==> config.mk <==
export PLATFORM = sky130hd
export DESIGN_NAME = ddr_wr_strobe_seq
export DESIGN_NICKNAME = d
export VERILOG_FILES = /design/src/rtl/ddrw_pkg.sv /design/src/rtl/ddrw_sched.sv /design/src/rtl/ddrw_strobe.sv /design/src/rtl/ddrw_lane.sv /design/src/rtl/ddr_wr_strobe_seq.sv
export SDC_FILE = /design/constraint.sdc
export NUM_CORES = 1
export LEC_CHECK = 0
export BUFFER_PORTS_ARGS = -buffer_cell sky130_fd_sc_hd__buf_4
export CAP_MARGIN = 10
export CORE_UTILIZATION = 25
export DETAILED_ROUTE_END_ITERATION = 8
export GPL_ROUTABILITY_DRIVEN = 0
export MAX_ROUTING_LAYER = met4
export PLACE_DENSITY = 0.54
export SLEW_MARGIN = 20
export SYNTH_ARGS = -nofsm -noshare
export SYNTH_HDL_FRONTEND = slang
export SYNTH_SLANG_ARGS = --single-unit
==> constraint.sdc <==
create_clock -name clk -period 1.2 [get_ports clk]
set_input_delay 0.06 -clock clk [delete_from_list [all_inputs] [get_ports clk]]
set_output_delay 0.06 -clock clk [all_outputs]
set_load 0.02 [all_outputs]
==> src/rtl/ddrw_pkg.sv <==
package ddrw_pkg;

  // Kind of clock seen on the strobe pin
  typedef enum logic [2:0] {
    STB_IDLE,
    STB_PRE,
    STB_DATA,
    STB_POST,
    STB_TURN
  } stb_phase_e;

  function automatic int clocks_per_burst(input int burst_len);
    return burst_len / 2;
  endfunction

  function automatic int count_width(input int burst_len);
    return $clog2(burst_len / 2 + 1);
  endfunction

endpackage

==> src/rtl/ddrw_sched.sv <==
module ddrw_sched
  import ddrw_pkg::*;
#(
  parameter int BURST_LEN = 4
) (
  input  logic clk,
  input  logic rst_n,
  input  logic cmd_valid,
  output logic cmd_ready,
  output logic acc_n,
  output logic dclk_q,
  output logic dclk_n
);

  localparam int CPB   = clocks_per_burst(BURST_LEN);
  localparam int CNT_W = count_width(BURST_LEN);

  logic             acc_q;
  logic [CNT_W-1:0] cnt_q;
  logic [CNT_W-1:0] cnt_n;
  logic             cnt_en;

  // A pending command blocks a new one unless bursts are one clock long
  always_comb begin
    if (acc_q) cmd_ready = (CPB == 1);
    else       cmd_ready = (32'(cnt_q) <= 32'd2);
  end

  always_comb begin
    acc_n  = cmd_valid && cmd_ready;
    cnt_en = acc_q || (cnt_q != '0);
    if (acc_q)             cnt_n = CNT_W'(CPB);
    else if (cnt_q != '0)  cnt_n = cnt_q - 1'b1;
    else                   cnt_n = cnt_q;
    dclk_n = (cnt_n != '0);
    dclk_q = (cnt_q != '0);
  end

  always_ff @(posedge clk or negedge rst_n) begin
    if (!rst_n) acc_q <= 1'b0;
    else        acc_q <= acc_n;
  end

  always_ff @(posedge clk or negedge rst_n) begin
    if (!rst_n)      cnt_q <= '0;
    else if (cnt_en) cnt_q <= cnt_n;
  end

endmodule

==> src/rtl/ddrw_strobe.sv <==
module ddrw_strobe
  import ddrw_pkg::*;
(
  input  logic       clk,
  input  logic       rst_n,
  input  logic       acc_n,
  input  logic       dclk_q,
  input  logic       dclk_n,
  output logic [1:0] dqs_out,
  output logic [1:0] dqs_oe
);

  stb_phase_e phase_n;
  logic [1:0] oe_n;
  logic [1:0] lvl_n;
  logic       pre_n;
  logic       post_n;

  always_comb begin
    pre_n  = acc_n && !dclk_n;
    post_n = dclk_q && !dclk_n;
    if (dclk_n)                phase_n = STB_DATA;
    else if (pre_n && post_n)  phase_n = STB_TURN;
    else if (pre_n)            phase_n = STB_PRE;
    else if (post_n)           phase_n = STB_POST;
    else                       phase_n = STB_IDLE;
  end

  // Bit 0 is the first half-cycle, bit 1 the second
  always_comb begin
    unique case (phase_n)
      STB_DATA: begin oe_n = 2'b11; lvl_n = 2'b01; end
      STB_TURN: begin oe_n = 2'b11; lvl_n = 2'b00; end
      STB_PRE:  begin oe_n = 2'b10; lvl_n = 2'b00; end
      STB_POST: begin oe_n = 2'b01; lvl_n = 2'b00; end
      default:  begin oe_n = 2'b00; lvl_n = 2'b00; end
    endcase
  end

  always_ff @(posedge clk or negedge rst_n) begin
    if (!rst_n) begin
      dqs_oe  <= 2'b00;
      dqs_out <= 2'b00;
    end else begin
      dqs_oe  <= oe_n;
      dqs_out <= lvl_n;
    end
  end

endmodule

==> src/rtl/ddrw_lane.sv <==
module ddrw_lane #(
  parameter int DQ_W = 16,
  parameter int DM_W = 2
) (
  input  logic            clk,
  input  logic            rst_n,
  input  logic            dclk_n,
  input  logic            wd_valid,
  input  logic [DQ_W-1:0] beat_data,
  input  logic [DM_W-1:0] beat_mask,
  output logic [DQ_W-1:0] dq_q,
  output logic [DM_W-1:0] dm_q
);

  localparam int BYTE_W = DQ_W / DM_W;

  logic [DQ_W-1:0] dq_n;
  logic [DM_W-1:0] dm_n;

  for (genvar g = 0; g < DM_W; g++) begin : g_byte
    always_comb begin
      if (dclk_n && wd_valid) begin
        dq_n[g*BYTE_W +: BYTE_W] = beat_data[g*BYTE_W +: BYTE_W];
        dm_n[g]                  = beat_mask[g];
      end else begin
        dq_n[g*BYTE_W +: BYTE_W] = '0;
        dm_n[g]                  = dclk_n;
      end
    end
  end

  always_ff @(posedge clk or negedge rst_n) begin
    if (!rst_n) begin
      dq_q <= '0;
      dm_q <= '0;
    end else begin
      dq_q <= dq_n;
      dm_q <= dm_n;
    end
  end

endmodule

==> src/rtl/ddr_wr_strobe_seq.sv <==
module ddr_wr_strobe_seq #(
  parameter int DQ_W      = 16,
  parameter int DM_W      = 2,
  parameter int BURST_LEN = 4
) (
  input  logic              clk,
  input  logic              rst_n,
  input  logic              wr_cmd_valid,
  output logic              wr_cmd_ready,
  input  logic              wd_valid,
  output logic              wd_ready,
  input  logic [2*DQ_W-1:0] wd_data,
  input  logic [2*DM_W-1:0] wd_mask,
  output logic              wr_stall,
  output logic [2*DQ_W-1:0] dq_out,
  output logic              dq_oe,
  output logic [2*DM_W-1:0] dm_out,
  output logic              dm_oe,
  output logic [1:0]        dqs_out,
  output logic [1:0]        dqs_oe
);

  localparam int BEATS = 2;

  logic acc_n;
  logic dclk_q;
  logic dclk_n;
  logic stall_n;

  ddrw_sched #(.BURST_LEN(BURST_LEN)) u_sched (
    .clk       (clk),
    .rst_n     (rst_n),
    .cmd_valid (wr_cmd_valid),
    .cmd_ready (wr_cmd_ready),
    .acc_n     (acc_n),
    .dclk_q    (dclk_q),
    .dclk_n    (dclk_n)
  );

  ddrw_strobe u_strobe (
    .clk     (clk),
    .rst_n   (rst_n),
    .acc_n   (acc_n),
    .dclk_q  (dclk_q),
    .dclk_n  (dclk_n),
    .dqs_out (dqs_out),
    .dqs_oe  (dqs_oe)
  );

  for (genvar b = 0; b < BEATS; b++) begin : g_beat
    ddrw_lane #(.DQ_W(DQ_W), .DM_W(DM_W)) u_lane (
      .clk       (clk),
      .rst_n     (rst_n),
      .dclk_n    (dclk_n),
      .wd_valid  (wd_valid),
      .beat_data (wd_data[b*DQ_W +: DQ_W]),
      .beat_mask (wd_mask[b*DM_W +: DM_W]),
      .dq_q      (dq_out[b*DQ_W +: DQ_W]),
      .dm_q      (dm_out[b*DM_W +: DM_W])
    );
  end

  always_comb begin
    wd_ready = dclk_n;
    stall_n  = dclk_n && !wd_valid;
  end

  always_ff @(posedge clk or negedge rst_n) begin
    if (!rst_n) begin
      dq_oe    <= 1'b0;
      dm_oe    <= 1'b0;
      wr_stall <= 1'b0;
    end else begin
      dq_oe    <= dclk_n;
      dm_oe    <= dclk_n;
      wr_stall <= stall_n;
    end
  end

endmodule

==> run_results.csv, run 1 <==
group,metric,value,unit
yosys,yosys_warnings,0,
sta,fin_worst_skew,3.43,ps
floorplan,die_h,78.1,µm
clocking,cts_max_path_buffers,2,
yosys,syn_area,1450,µm²
pwr,switching_power,1.01,mW
critical_path,max_stage_delay,450,ps
yosys,synth_cells,102,
pwr,p_seq_share,47.8,%
pwr,switching_share,29.0,%
critical_path,crit_slowest_cell,"dfrtp_2",
routing,wire_per_inst,12.7,µm
pwr,p_per_area,1370,nW/µm²
cells_and_area,drive_gt1_share,47.7,%
sta,final_max_slew_viol_count,0,
clocking,clock_latency,290,ps
global_routing,first_global_vias,1179,
floorplan,io-pin-count,85,
sta,finalCriticalPeriod,1150,ps
global_routing,grt_max_degree,44,
clocking,htreeDepth,2,
sta,max_slew_margin,64.8,%
critical_path,cp_num_buf_inv,2,
clocking,clk_pin_slew_worst_paths,80,ps
pwr,p_int,2.46,mW
cells_and_area,utilization,45.9,%
yosys,yosys_register_bits,43,
critical_path,cp-end-kind,"output pin",
critical_path,critPathTopFamily,"flip-flops",
routing,drtPass1Iterations,4,
yosys,syn_area_per_cell,14.2,µm²
status,status,"finished clean",
critical_path,timing.critical_path.required,1140,ps
sta,tightest_slew,529,ps
place,dp_hpwl,2.20,mm
sta,rsz0062_at_grt,"true",
pwr,p_leak,1.40,nW
yosys,syn_nets,142,
floorplan,core_area,5540,µm²
yosys,yosys-top-cells-count,"dfrtp_1, and3_1, a21oi_1, inv_1",
routing,drtAntennaViolNets,0,
sta,period_share,96.1,%
cells_and_area,antenna_cells,0,
yosys,yosys_most_used_dff,"dfrtp_1",
critical_path,crit_arrival,1090,ps
yosys,synth_edf_count,0,
pwr,total_power,3.47,mW
routing,vias_per_cell,4.12,
routing,routed_wl,3.72,mm
pwr,max-vdd-ir-drop,0.474,mV
clocking,root_buffer,"clkbuf_8",
clocking,cts.sinks,43,
yosys,ys_async_sr_fraction,100,%
flow_run,cap_violations,0,
critical_path,crit_chain,"nor2_4 > inv_8 > buf_6",
place,port_buffers,83,
cells_and_area,syn_to_final_growth,75.7,%
floorplan,rows,27,
pwr,pwr-share-clk,25.3,%
global_routing,grt_pass1_wl,5.79,mm
clocking,cts_tree,"built",
pwr,p_comb_share,26.9,%
yosys,synth.distinct_cells,16,
cells_and_area,finalNetCount,259,
yosys,synth_most_common_cell,"dfrtp_1",
hold_path,hold_path.class,"in2reg",
yosys,synth.top_cell.area_share,74.4,%
cells_and_area,instances_no_fill,292,
global_routing,grt_antenna_before_repair,0,
sta,setup_viol,0,
yosys,synth_area_leader_cell,"dfrtp_1",
routing,drt-initial-drc-count,50,
routing,num_vias,1202,
place,placedCellCount,249,
global_routing,groute.usage.overall,13.1,%
critical_path,crit_type,"reg2out",
floorplan,dieArea,6090,µm²
sta,hold_viol,0,
yosys,yosys-top-cells-area,"dfrtp_1, and3_1, buf_6",
yosys,ys_seq_area_share,74.4,%
sta,fin_hold_ws,15.1,ps
floorplan,start_util,26.1,%
critical_path,rrSetupSlack,50,ps
clocking,tritoncts.num_buffers,5,
routing,drcViolationCount,0,
global_routing,gr-total-overflow,0,
floorplan,dieWidth,78.1,µm
critical_path,startpoint_type,"flop",
critical_path,path_max_fanout,5,
sta,max_freq,867,MHz
==> flip-flops by register name, summed over array words and instances, names as in the netlist <==
signal,cells
g_beat.u_lane.dq_q,32
g_beat.u_lane.dm_q,4
u_sched.cnt_q,2
u_strobe.dqs_oe,2
dm_oe,1
u_sched.acc_q,1
wr_stall,1
==> through the flow <==
stage          instance area, µm²  worst slack [ps]  setup TNS, ps
3_5_place_dp                 2100               138              0
4_1_cts                      2500              6.42              0
2_1_floorplan                1450               114              0
5_1_grt                      2540             -14.6          -17.8
6_report                     2540              46.7              0
3_3_place_gp                 2100               158              0
==> logic make-up (layout without fill, tap and decap cells) <==
logic type / Yosys count / count (layout) / share of synthesized area, %
AND/OR/NAND/NOR: 38 / 38 / 17.1
flip-flops: 43 / 43 / 74.4
AO/OA/AOI/OAI: 5 / 5 / 1.73
buffers and inverters: 15 / 133 / 6.49
other: 1 / 1 / 0.259
==> placed cells by master, fill, tap and decap left out <==
cell type and count:
a21oi_1 4, a21oi_2 1, and2_1 1, and3_1 29
and3_2 3, buf_4 85, buf_6 2, clkbuf_1 1
clkbuf_8 5, clkinv_2 1, clkinvlp_4 1, conb_1 1
dfrtp_1 41, dfrtp_2 2, dlygate4sd3_1 31, inv_1 5
inv_4 1, inv_8 1, nor2_1 1, nor2_4 1
nor3b_1 1, or3_2 2
==> final timing paths <==
check                                       from                        end  cells after the start
worst max register to register     u_sched.acc_q  g_beat[1].u_lane.dq_q[12]                      4
max in group asynchronous                  rst_n              u_sched.acc_q                      2
min in group asynchronous                  rst_n   g_beat[0].u_lane.dq_q[9]                      2
worst max-delay path               u_sched.acc_q                   wd_ready                      3
worst min register to register  u_sched.cnt_q[0]           u_sched.cnt_q[0]                      1
worst min-delay path                  wd_data[7]   g_beat[0].u_lane.dq_q[7]                      2
==> worst reg2reg max path: cells and delay by family, from the launching register on <==
family | cells | cell delay (ps)
buf+inv | 2 | 190
flops | 1 | 450
simple gates | 2 | 390
==> power groups by stage <==
stage | Clock, mW | Sequential [mW] | Combinational (mW)
finish | 0.879 | 1.66 | 0.935
global route | 0.999 | 1.67 | 1.01
CTS | 0.930 | 1.66 | 0.938
detailed placement | 0 | 1.68 | 0.797
global placement | 0 | 1.68 | 0.793
floorplan | 0 | 1.85 | 0.260
==> per-layer routing <==
| metal | vias to the layer above | GRT usage [%] | share of wire, % |
|---|---|---|---|
| li1 | 564 | - | - |
| met1 | 569 | 15.8 | 43 |
| met2 | 63 | 20.5 | 48 |
| met3 | 6 | 4.19 | 7.6 |
| met4 | 0 | 5.00 | 1.3 |
| met5 | - | - | 0 |
==> layout make-up <==
cell class | count | area [µm²]
multi-input combinational | 44 | 280
fill | 524 | 3000
timing repair buffer | 118 | 971
inverter | 6 | 30.0
sequential | 43 | 1080
timing repair inverter | 1 | 6.26
clock buffer | 6 | 72.6
tap | 72 | 90.1
clock inverter | 2 | 12.5
==> what timing repair did <==
item	in CTS	in global routing
resized for setup	3	4
hold buffers	27	4
pin swaps	1	1
endpoints found under the setup margin	2	23
endpoints found under the hold margin	70	4
gates cloned	1	0
buffers inserted	4	0
(Power assumes the default switching activity.)
==> run 2, diff against run 1 <==
==> constraint.sdc (replaced) <==
create_clock -name clk -period 1.2 [get_ports clk]
set_input_delay 0.12 -clock clk [delete_from_list [all_inputs] [get_ports clk]]
set_output_delay 0.12 -clock clk [all_outputs]
set_load 0.02 [all_outputs]
==> run 2 against run 1 <==
First-iteration DRC count is 8.0% lower. Clock power decreased by 0.6%. Power down 2.4%. Final cell count is 9.9% lower. Hold slack better by 22 ps. Register-to-register slack worse by 30 ps. Global-route usage is 0.85 points lower. Sequential cell count unchanged. Combinational power decreased by 8.2%. Cell area fell by 12%. Via count decreased by 11%. Utilization is 5.4 points lower. Critical path type unchanged. Critical endpoint unchanged. Largest cell class unchanged. Largest power group unchanged.
==> run_results.csv, run 2 (same netlist as run 1, synthesis figures left out) <==
group,metric,value,unit
global_routing,grt_antenna_before_repair,0,
clocking,clk_pin_slew_worst_paths,80,ps
routing,drcViolationCount,0,
place,port_buffers,83,
clocking,tritoncts.num_buffers,5,
critical_path,path_max_fanout,5,
sta,finalCriticalPeriod,1200,ps
floorplan,core_area,5540,µm²
critical_path,rrSetupSlack,20,ps
clocking,root_buffer,"clkbuf_8",
clocking,htreeDepth,2,
floorplan,die_h,78.1,µm
global_routing,gr-total-overflow,0,
critical_path,crit_arrival,1080,ps
routing,routed_wl,3.43,mm
routing,vias_per_cell,4.08,
sta,period_share,99.7,%
clocking,clock_latency,280,ps
flow_run,cap_violations,0,
critical_path,startpoint_type,"flop",
cells_and_area,drive_gt1_share,55.5,%
global_routing,first_global_vias,1069,
critical_path,timing.critical_path.required,1080,ps
cells_and_area,layout_commonest_cell,"buf_4",
sta,tightest_slew,529,ps
clocking,cts_max_path_buffers,2,
routing,wire_per_inst,13.0,µm
routing,drt-initial-drc-count,46,
cells_and_area,n_fill_cell,567,
global_routing,grt_pass1_wl,5.33,mm
floorplan,start_util,26.1,%
cells_and_area,final_cell_mix,"buf_4, dfrtp_1, and3_1, inv_1, clkbuf_8",
clocking,cts_tree,"built",
floorplan,dieWidth,78.1,µm
cells_and_area,largestRegisters,"g_beat.u_lane.dq_q (32), g_beat.u_lane.dm_q (4)",
cells_and_area,max_flop_register,"g_beat.u_lane.dq_q",
sta,fin_setup_tns,0,ps
floorplan,io-pin-count,85,
pwr,p_per_area,1510,nW/µm²
pwr,max-vdd-ir-drop,0.435,mV
cells_and_area,antenna_cells,0,
sta,fin_worst_skew,3.03,ps
place,dp_hpwl,2.20,mm
cells_and_area,finalNetCount,230,
sta,rsz0062_at_grt,"true",
sta,max_freq,836,MHz
global_routing,groute.usage.overall,12.3,%
cells_and_area,largest_reg_flops,32,
status,status,"finished clean",
critical_path,crit_type,"reg2out",
sta,max_slew_margin,64.7,%
routing,num_vias,1073,
sta,hold_viol,0,
floorplan,dieArea,6090,µm²
critical_path,cp-end-kind,"output pin",
hold_path,hold_path.class,"in2reg",
sta,setup_viol,0,
routing,drtPass1Iterations,4,
floorplan,rows,27,
routing,drtAntennaViolNets,0,
cells_and_area,utilization,40.5,%
sta,fin_hold_ws,36.9,ps
cells_and_area,syn_to_final_growth,55.2,%
pwr,p_leak,1.28,nW
sta,final_max_slew_viol_count,0,
clocking,cts.sinks,43,
global_routing,grt_max_degree,44,
run 2: path summary, 6_finish.rpt:
kind / start / to / cells after the start
hold / removal: wr_cmd_valid / u_strobe.dqs_oe[1] / 2
min in group asynchronous: rst_n / g_beat[0].u_lane.dq_q[9] / 2
setup / recovery: u_sched.acc_q / wd_ready / 3
setup reg to reg: u_sched.acc_q / g_beat[1].u_lane.dq_q[12] / 4
max in group asynchronous: rst_n / u_sched.acc_q / 2
hold reg to reg: u_sched.cnt_q[0] / u_sched.cnt_q[0] / 1
run 2: timing repair:
item	4_1_cts	5_1_grt
hold buffers	1	0
setup endpoints to repair	2	39
pin swaps	1	1
cloned	1	0
buffers inserted	4	0
gates resized for setup	4	2
hold endpoints to repair	43	0
run 2: critical path: stages (launching register included):
cell and delay, ps:
dfrtp_2 440, nor2_4 180, inv_8 40, buf_6 120
run 2: where the power goes:
part	switching (mW)	internal (mW)
clock network	0.467	0.407
logic	0.456	0.402
registers	0.0622	1.59
total	0.985	2.40
run 2: through the flow:
step	worst slack [ps]	power [mW]	area, µm²	instances
2_1_floorplan	114	2.11	1450	102
3_3_place_gp	158	2.47	2100	249
3_5_place_dp	138	2.48	2100	249
4_1_cts	-24.7	3.46	2240	263
5_1_grt	-52.8	3.60	2240	263
6_report	3.90	3.39	2240	263
run 2: area by class of cell:
type,count,area (µm²),area share [%]
sequential,43,1080,48.0
timing repair buffer,89,674,30.0
multi-input combinational,44,280,12.5
tap,72,90.1,4.01
clock buffer,6,72.6,3.23
inverter,6,30.0,1.34
clock inverter,2,12.5,0.557
timing repair inverter,1,6.26,0.279
run 2: layer usage:
| metal | global-route usage, % | share of wire [%] |
|---|---|---|
| met4 | 5.00 | 1.4 |
| met2 | 18.3 | 46 |
| met3 | 4.42 | 8.8 |
| met5 | - | 0 |
| met1 | 15.0 | 43 |
==> run 3, diff against run 2 <==
Settings changed: PLACE_DENSITY 0.54 to 0.56.
Clock period 1.2 ns to 0.98 ns, I/O delays scaled along.
==> run 3 against run 2 <==
The flow now finishes with violations (setup timing). Clock skew rose by 5.3 ps. Hold slack got worse by 22 ps. Global-route usage fell by 0.36 points. Combinational power rose by 52%. Count of clock-buffer cells in the layout did not move. Clock power rose by 26%. Utilization rose by 3.8 points. Via count rose by 4.2%. Critical path type unchanged. Largest cell class unchanged. Largest power group unchanged. Highest routed layer unchanged.
==> run_results.csv, run 3 (same netlist as run 1, synthesis figures left out) <==
group,metric,value,unit
status,status,"complete, but fails checks",
status,violations,"setup timing",
sta,max_slew_margin,65.2,%
sta,fin_setup_tns,-5200,ps
routing,routed_wl,3.46,mm
sta,final_max_slew_viol_count,0,
global_routing,grt_max_degree,44,
pwr,p_seq_share,45.9,%
place,placedCellCount,250,
routing,drtPass1Iterations,3,
sta,hold_viol,0,
sta,max_freq,812,MHz
pwr,pwr-share-clk,24.8,%
global_routing,global_route.usage.met1,14.7,%
global_routing,first_global_vias,1076,
clocking,htreeDepth,2,
floorplan,core_area,5540,µm²
clocking,tritoncts.num_buffers,5,
sta,rsz0062_at_grt,"true",
sta,fin_worst_skew,8.29,ps
routing,drcViolationCount,0,
critical_path,timing.critical_path.required,880,ps
sta,setup_viol,43,
critical_path,path_max_fanout,4,
hold_path,worstHoldPathCells,2,
floorplan,die_h,78.1,µm
place,place_ws,-83.9,ps
cells_and_area,n_fill_cell,541,
cells_and_area,antenna_cells,0,
cells_and_area,max_flop_register,"g_beat.u_lane.dq_q",
critical_path,cp-end-kind,"output pin",
pwr,p_comb_share,29.3,%
sta,tightest_slew,522,ps
cells_and_area,utilization,44.3,%
floorplan,dieArea,6090,µm²
routing,drtAntennaViolNets,0,
place,port_buffers,83,
sta,fin_hold_ws,14.5,ps
pwr,switching_share,28.3,%
cells_and_area,stdcell_area,2450,µm²
global_routing,grt_use_met3,5.81,%
cells_and_area,largestRegisters,"g_beat.u_lane.dq_q (32), g_beat.u_lane.dm_q (4)",
global_routing,groute.usage.overall,11.9,%
sta,period_share,126,%
place,dp_hpwl,2.21,mm
routing,drt-initial-drc-count,24,
sta,finalCriticalPeriod,1230,ps
cells_and_area,syn_to_final_growth,69.6,%
clocking,cts.sinks,43,
pwr,total_power,4.44,mW
floorplan,dieWidth,78.1,µm
cells_and_area,largest_reg_flops,32,
pwr,p_per_area,1810,nW/µm²
critical_path,crit_slowest_cell,"dfrtp_2",
cells_and_area,instances_no_fill,268,
clocking,clk_pin_slew_worst_paths,80,ps
global_routing,grt.busiest_layer,"met2",
routing,num_vias,1118,
routing,vias_per_cell,4.17,
cells_and_area,drive_gt1_share,65.8,%
critical_path,max_stage_delay,440,ps
clocking,clock_latency,290,ps
critical_path,crit_type,"reg2out",
pwr,switching_power,1.25,mW
cells_and_area,finalNetCount,236,
cells_and_area,layout_commonest_cell,"buf_4",
critical_path,critical_path.most_common_cell,"buf_6",
sta,setup_ws,-251,ps
critical_path,startpoint_type,"flop",
global_routing,grtUsageMet2,16.8,%
global_routing,gr-total-overflow,0,
place,dpl_cell_area,2110,µm²
floorplan,io-pin-count,85,
clocking,cts_tree,"built",
global_routing,grt_antenna_before_repair,0,
global_routing,grt_pass1_wl,5.18,mm
critical_path,crit_chain,"buf_6 > a21oi_4 > buf_6",
cells_and_area,final_cell_mix,"buf_4, dfrtp_1, and3_1, and3_4, buf_6",
routing,wire_per_inst,12.9,µm
clocking,root_buffer,"clkbuf_8",
flow_run,cap_violations,0,
pwr,max-vdd-ir-drop,0.795,mV
critical_path,worst-r2r-cell-count,2,
hold_path,hold_path.class,"in2reg",
floorplan,start_util,26.1,%
pwr,p_leak,1.32,nW
floorplan,rows,27,
clocking,cts_max_path_buffers,2,
pwr,p_int,3.18,mW
critical_path,crit_arrival,1130,ps
-- run 3: changes by cell type in the layout (fill, tap and decap cells not counted), sizes merged --
cell,before,now
buf,88,93
clkbuf,6,7
clkinvlp,1,0
-- run 3: power by group through the flow --
stage / registers (mW) / clock network (mW) / logic [mW]
after floorplan: 2.27 / 0 / 0.317
after global placement: 2.06 / 0 / 0.983
after detailed placement: 2.06 / 0 / 0.987
after CTS: 2.03 / 1.15 / 1.13
after global routing: 2.05 / 1.23 / 1.39
final: 2.04 / 1.10 / 1.30
-- run 3: path summary, 6_finish.rpt --
check	start	endpoint	slack, ps
worst min-delay path	wr_cmd_valid	u_strobe.dqs_oe[1]	10
worst max-delay path	u_sched.cnt_q[1]	wr_cmd_ready	-250
worst min register to register	u_sched.cnt_q[0]	u_sched.cnt_q[0]	530
max in group asynchronous	rst_n	u_sched.cnt_q[1]	270
min in group asynchronous	rst_n	g_beat[0].u_lane.dm_q[0]	320
worst max register to register	u_sched.acc_q	u_strobe.dqs_oe[1]	-190
-- run 3: final cells by class --
cell class	count	area [µm²]	share of cell area, %
clock inverters	1	5.00	0.204
flip-flops and latches	43	1080	44.0
repair inverters	1	11.3	0.459
clock buffers	6	82.6	3.37
well taps	72	90.1	3.67
repair buffers	95	779	31.8
inverters	6	30.0	1.22
multi-input cells	44	377	15.3
-- run 3: metal layers --
layer  vias up  part of all wire (%)
li1        521                     -
met1       530                    41
met2        61                    47
met3         6                    10
met4         0                   1.3
met5         -                     0
-- run 3: timing repair --
item,4_1_cts,5_1_grt
pin swaps,2,5
setup buffers,5,4
resized for setup,13,27
hold endpoints to repair,43,0
hold buffers,1,0
cloned,1,1
setup endpoints to repair,36,45
-- run 3: critical path: cells and delay by family, from the launching register on --
family / cells / cell delay, ps
compound gates: 1 / 130
buf+inv: 2 / 260
flops: 1 / 440
